--- src/rtl/ifg_pkg.sv ---
package ifg_pkg;
  typedef enum logic [1:0] {
    DLY_OFF  = 2'b00,
    DLY_X1   = 2'b01,
    DLY_X2   = 2'b10,
    DLY_X4   = 2'b11
  } dly_sel_e;

  typedef enum logic [1:0] {
    EDGE_NONE = 2'b00,
    EDGE_RISE = 2'b01,
    EDGE_FALL = 2'b10,
    EDGE_ANY  = 2'b11
  } edge_mode_e;

  typedef enum logic {
    ST_IDLE = 1'b0,
    ST_WAIT = 1'b1
  } flt_state_e;

  function automatic int unsigned wait_cycles(input logic [1:0] sel, input int unsigned base);
    unique case (sel)
      DLY_X1:  wait_cycles = base;
      DLY_X2:  wait_cycles = base * 2;
      DLY_X4:  wait_cycles = base * 4;
      default: wait_cycles = 0;
    endcase
  endfunction
endpackage

--- src/rtl/ifg_sync.sv ---
module ifg_sync #(
  parameter int STAGES = 2
) (
  input  logic clk_i,
  input  logic rst_ni,
  input  logic d_i,
  output logic q_o
);
  logic [STAGES-1:0] chain_q;

  generate
    for (genvar i = 0; i < STAGES; i++) begin : g_stage
      if (i == 0) begin : g_first
        always_ff @(posedge clk_i or negedge rst_ni) begin
          if (!rst_ni) chain_q[0] <= 1'b0;
          else         chain_q[0] <= d_i;
        end
      end else begin : g_rest
        always_ff @(posedge clk_i or negedge rst_ni) begin
          if (!rst_ni) chain_q[i] <= 1'b0;
          else         chain_q[i] <= chain_q[i-1];
        end
      end
    end
  endgenerate

  assign q_o = chain_q[STAGES-1];
endmodule

--- src/rtl/ifg_edge_det.sv ---
module ifg_edge_det
  import ifg_pkg::*;
(
  input  logic       clk_i,
  input  logic       rst_ni,
  input  logic       lvl_i,
  input  logic [1:0] mode_i,
  output logic       prev_o,
  output logic       hit_o
);
  logic prev_q;
  logic rise, fall;

  always_ff @(posedge clk_i or negedge rst_ni) begin
    if (!rst_ni) prev_q <= 1'b0;
    else         prev_q <= lvl_i;
  end

  assign rise = lvl_i & ~prev_q;
  assign fall = ~lvl_i & prev_q;

  always_comb begin
    unique case (mode_i)
      EDGE_RISE: hit_o = rise;
      EDGE_FALL: hit_o = fall;
      EDGE_ANY:  hit_o = rise | fall;
      default:   hit_o = 1'b0;
    endcase
  end

  assign prev_o = prev_q;
endmodule

--- src/rtl/ifg_dly_cnt.sv ---
module ifg_dly_cnt #(
  parameter int CNT_W = 11
) (
  input  logic             clk_i,
  input  logic             rst_ni,
  input  logic             clr_i,
  input  logic             run_i,
  input  logic [CNT_W-1:0] limit_i,
  output logic             done_o,
  output logic [CNT_W-1:0] cnt_o
);
  logic [CNT_W-1:0] cnt_q;

  assign done_o = run_i && (cnt_q == limit_i - CNT_W'(1));

  always_ff @(posedge clk_i or negedge rst_ni) begin
    if (!rst_ni)              cnt_q <= '0;
    else if (clr_i || done_o) cnt_q <= '0;
    else if (run_i)           cnt_q <= cnt_q + CNT_W'(1);
  end

  assign cnt_o = cnt_q;
endmodule

--- src/rtl/icap_glitch_filter.sv ---
module icap_glitch_filter
  import ifg_pkg::*;
#(
  parameter int BASE_DLY    = 256,
  parameter int SYNC_STAGES = 2
) (
  input  logic       clk_i,
  input  logic       rst_ni,
  input  logic       pin_i,
  input  logic [1:0] edge_sel_i,
  input  logic [1:0] dly_sel_i,
  output logic       qual_o
);
  localparam int MAX_DLY = BASE_DLY * 4;
  localparam int CNT_W   = $clog2(MAX_DLY + 1);

  logic             lvl, prev, hit;
  logic             start, abort, done, busy;
  logic [CNT_W-1:0] limit, cnt;
  flt_state_e       state_q;
  logic [1:0]       dly_q;
  logic             pre_q, qual_q;

  ifg_sync #(.STAGES(SYNC_STAGES)) u_sync (
    .clk_i(clk_i), .rst_ni(rst_ni), .d_i(pin_i), .q_o(lvl)
  );

  ifg_edge_det u_edge (
    .clk_i(clk_i), .rst_ni(rst_ni), .lvl_i(lvl), .mode_i(edge_sel_i),
    .prev_o(prev), .hit_o(hit)
  );

  assign busy  = (state_q == ST_WAIT);
  assign start = !busy && hit && (dly_sel_i != DLY_OFF);
  // any change of the select mid-wait abandons the wait
  assign abort = busy && (dly_sel_i != dly_q);
  assign limit = CNT_W'(wait_cycles(dly_q, BASE_DLY));

  ifg_dly_cnt #(.CNT_W(CNT_W)) u_cnt (
    .clk_i(clk_i), .rst_ni(rst_ni), .clr_i(start | abort), .run_i(busy && !abort),
    .limit_i(limit), .done_o(done), .cnt_o(cnt)
  );

  always_ff @(posedge clk_i or negedge rst_ni) begin
    if (!rst_ni) begin
      state_q <= ST_IDLE;
      dly_q   <= DLY_OFF;
      pre_q   <= 1'b0;
      qual_q  <= 1'b0;
    end else begin
      qual_q <= 1'b0;
      unique case (state_q)
        ST_IDLE: begin
          if (hit && dly_sel_i == DLY_OFF) begin
            qual_q <= 1'b1;
          end else if (start) begin
            state_q <= ST_WAIT;
            dly_q   <= dly_sel_i;
            pre_q   <= prev;
          end
        end
        ST_WAIT: begin
          if (abort) begin
            state_q <= ST_IDLE;
          end else if (done) begin
            qual_q  <= (lvl != pre_q);
            state_q <= ST_IDLE;
          end
        end
        default: state_q <= ST_IDLE;
      endcase
    end
  end

  assign qual_o = qual_q;
endmodule

--- config.mk ---
export PLATFORM = sky130hd
export DESIGN_NAME = icap_glitch_filter
export DESIGN_NICKNAME = d
export VERILOG_FILES = /design/src/rtl/ifg_pkg.sv /design/src/rtl/ifg_sync.sv /design/src/rtl/ifg_edge_det.sv /design/src/rtl/ifg_dly_cnt.sv /design/src/rtl/icap_glitch_filter.sv
export SDC_FILE = /design/constraint.sdc
export NUM_CORES = 1
export LEC_CHECK = 0
export CORE_MARGIN = 5
export CORE_UTILIZATION = 60
export CTS_BUF_LIST = sky130_fd_sc_hd__clkbuf_16
export DETAILED_ROUTE_END_ITERATION = 6
export PLACE_DENSITY = 0.91
export SYNTH_ARGS = -nofsm -noshare
export SYNTH_HDL_FRONTEND = slang
export SYNTH_SLANG_ARGS = --single-unit
--- constraint.sdc ---
create_clock -name clk_i -period 2.8 [get_ports clk_i]
set_input_delay 0.28 -clock clk_i [delete_from_list [all_inputs] [get_ports clk_i]]
set_output_delay 0.28 -clock clk_i [all_outputs]
set_load 0.1 [all_outputs]
==> summary by stage <==
Global route
The number of antenna violations at the first check in global routing came to 0. The pin count of the biggest net entering global routing is 20. The number of global-route vias before repair is 916. The overall routing resource usage is 0.212. The total global routing overflow is 0.

The global-route wire length before repair is 4230 microns.

Worst setup path
The critical path goes through inv_1, ha_1, nor2b_1, o21ai_1, o21ai_1, and3_1, mux2_4. In this design, the critical path's most frequently occurring cell is sky130_fd_sc_hd__o21ai_1. The kind of start point of the critical path is a register. In this run the critical register-to-register path is launched from u_sync.q_o.

The cell at the slowest stage of the critical path is sky130_fd_sc_hd__and3_1. At the worst endpoint, the arrival time is 2.17 ns. Along the worst path, the maximum fanout reaches 8. The number of cells on the worst reg-to-reg path is 7. The largest incremental delay on the critical path is 0.44 ns. The worst reg-to-reg setup slack is 0.76 ns.

STA puts the critical path data required time at 2.93 ns. The end of the worst register-to-register path is dly_q[0]. The type of the worst setup path is register to register. The capturing element type of the critical path is a register.

Clock tree
TritonCTS built the clock tree. The level count of the clock H-tree is 1. The cell sitting at the root of the clock tree is a sky130_fd_sc_hd__clkbuf_16.

Counting along the longest clock path gives a buffer depth of 2. The hold-fix buffer count after cts is 0. In this run, CTS created clock tree buffers numbering 3. The clock edge transition at the registers on the reported setup and hold paths is 0.05 ns. The number of sinks driven by the clock tree is 19. The quantity of gates resized following cts is 0.

The later pin in the worst-skew pair is clocked with a latency of 0.25 ns. Buffers added to address setup during post-CTS repair amount to 0.

Routing
The total number of vias is 871. For this block, the initial DRC count from the detailed router was 30. The via density per instance is 6.27.

The detail-routed net length per standard cell is 17.1 microns. The total routed wirelength is 2380 microns. The length of the first detailed-routing pass in iterations is 4. In the routed design, unresolved DRC markers number 0. In this run the remaining antenna-violating nets after routing total 0.

Synthesis
After synthesis, the mean cell area works out to 10.6 sq um. The number of nets produced by synthesis is 117. The compound-gate portion of the synthesized area is 0.155. The simple-gate area share of the yosys netlist is 0.200. Of the post-synthesis cell area, the part taken by muxes is 0.0508. The combinational family with the most area after synthesis is simple AND/OR/NAND/NOR gates.

The count of unique library cells instantiated by Yosys is 36. Yosys printed 0 warnings. The netlist area before placement is 0.00111 sq mm. The sequential area share after synthesis is 0.429. The adder and majority gate portion of the synthesized area is 0.0564. The xor/xnor share of the synthesized area is 0.0756. The gate count of the mapped netlist is 105.

The library cell with the largest summed area after synthesis is sky130_fd_sc_hd__dfrtp_1. The number of flip-flops and latches in the synthesized netlist is 19. Sorting the synthesized cells by area gives the leading types as sky130_fd_sc_hd__dfrtp_1 (43%), sky130_fd_sc_hd__ha_1 (5.6%), sky130_fd_sc_hd__xnor2_2 (4.4%), sky130_fd_sc_hd__mux2_4 (4.1%), sky130_fd_sc_hd__nor2_1 (3.4%). The share of synthesized area in the top cell type comes to 0.429.

Power
The power per unit of standard cell area is 662 mW/mm^2. The worst IR drop on VDD is 437 uV. Summed over all cells, the static leakage comes to 0.572 nW.

Floorplan
8 I/O pins were placed. The core region is 0.00175 sq mm. The floorplan die area is 0.00281 sq mm. Measured along the x axis, the die boundary spans 53.0 microns. The floorplan die height is 53.0 microns. The initial core utilization is 0.635.

The number of rows in the core area is 15.

STA
The clock period could shrink to 2.04 ns. Between clock sinks in the finished design, the worst skew comes to 0.00387 ns. Based on the critical path, the design can be clocked at up to 490 MHz. The relative slew slack is 0.430. Setup violations remaining at the end of the flow were counted as 0. Summed over all failing endpoints, the final setup total negative slack is 0 ns. The final hold violation count is 0.

The transition time of the tightest slew-check pin is 0.852 ns. The final count of pins violating max slew came to 0. The final clock period utilization by the worst path is 0.729. Setup repair after global routing left no endpoint under its margin.

Final layout
After filler insertion, the fill cell instance count of the layout stands at 116. The fraction of layout cells with a size suffix above 1 is 0.140. The area used by sequential logic in the layout is 475 sq um. The number of inserted diodes is 0. After routing the design area is 0.00127 sq mm. The multi-input gate area in the final layout is 596 sq um. The area growth from synthesis to final layout is 14.3%. For this run, the post-layout net count is 127.

Worst hold path
The tightest min-delay check is of the register to register type. The start point of the worst hold path is u_sync.chain_q[0]. The number of cells on the worst hold path is 0. The hold-critical path endpoint is u_sync.q_o.

Placement
The count of buffers added on input and output ports is 7. The congestion estimate from routability-driven global placement came to 0.868. The area of placed instances is 0.00119 sq mm. The half-perimeter wire length after placement is 1620 microns.

Status
The run finished with clean final reports.

Flow run
Max-cap violations in this run came to 0.
flip-flops by register name, summed over array words and instances, names as in the netlist:
name,count
pre_q,1
u_edge.prev_o,1
u_sync.q_o,1
u_sync.chain_q,1
dly_q,2
busy,1
u_cnt.cnt_o,11
qual_o,1
layer usage:
layer  part of all wire  global-route usage  wire length, microns
met5                  0                   0                     0
met4              0.042               0.123                    99
met1               0.37               0.228                   867
met3              0.050              0.0479                   119
met2               0.54               0.374                  1290
cell families (layout without fill, tap and decap cells):
family | count (synthesis) | in the layout
adders and majority gates | 5 | 5
AOI/OAI and AO/OA | 25 | 25
and+or+nand+nor | 38 | 38
DFF | 19 | 19
xor gates and xnor gates | 7 | 7
muxes | 4 | 4
buffers and inverters | 7 | 16
Yosys cell counts, drive strengths merged:
master    n
mux2      4
o2111ai   1
and3      5
nor3b     3
a211o     1
nand4     2
a22o      2
a21o      1
nand2     7
a32oi     1
o32ai     1
or2       3
nor2     10
buf       2
nor3      1
nor2b     2
nand3     4
a21oi     7
nor4      1
a22oi     1
ha        5
xnor2     6
dfrtp    19
xor2      1
a31oi     3
inv       5
o21ai     6
a41oi     1
cell type report:
class,count,area share
Tap cell,25,0.0247
Inverter,5,0.0148
Multi-Input combinational cell,79,0.470
Timing Repair Buffer,7,0.0533
Clock inverter,1,0.00296
Clock buffer,3,0.0592
Sequential cell,19,0.375
metrics by stage:
step           hold slack (ns)  cells  setup WS (ns)  power, W   util
5_1_grt                  0.393    139          0.646  0.000887  0.726
3_3_place_gp             0.342    135          0.865  0.000543  0.681
3_5_place_dp             0.359    135          0.694  0.000556  0.681
2_1_floorplan          -0.0156    105           1.09  0.000506      -
4_1_cts                  0.381    139          0.760  0.000845  0.726
6_report                 0.376    139          0.759  0.000840  0.726
worst max-delay path: cells and delay by family (launching register included):
family | cells | cell delay, ns
muxes | 1 | 0.34
buffers and inverters | 1 | 0.06
and+or+nand+nor | 2 | 0.57
DFF | 1 | 0.41
adders and majority gates | 1 | 0.28
AOI/OAI and AO/OA | 2 | 0.27
layout by cell type (no fill, tap or decap), drive strengths merged:
cell type,instances
a211o,1
a21o,1
a21oi,7
a22o,2
a22oi,1
a31oi,3
a32oi,1
a41oi,1
and3,5
buf,1
clkbuf,3
clkdlybuf4s50,6
dfrtp,19
ha,5
inv,6
mux2,4
nand2,7
nand3,4
nand4,2
nor2,10
nor2b,2
nor3,1
nor3b,3
nor4,1
o2111ai,1
o21ai,6
o32ai,1
or2,3
xnor2,6
xor2,1
how the worst max path moves through the flow:
stage / startpoint / end / slack [ns]
after floorplan: u_sync.q_o / dly_q[0] / 1.09
after global placement: edge_sel_i[0] / dly_q[0] / 0.87
after detailed placement: edge_sel_i[0] / dly_q[0] / 0.69
after CTS: u_sync.q_o / dly_q[0] / 0.76
after global routing: u_sync.q_o / dly_q[0] / 0.65
final: u_sync.q_o / dly_q[0] / 0.76
power by group:
part / total (W) / internal (W) / switching (W)
Combinational: 0.000218 / 0.000101 / 0.000117
Sequential: 0.000337 / 0.000302 / 0.0000345
Clock: 0.000285 / 0.000190 / 0.0000956
Total: 0.000840 / 0.000593 / 0.000247
Note: power is estimated with default switching activity, not from simulation.
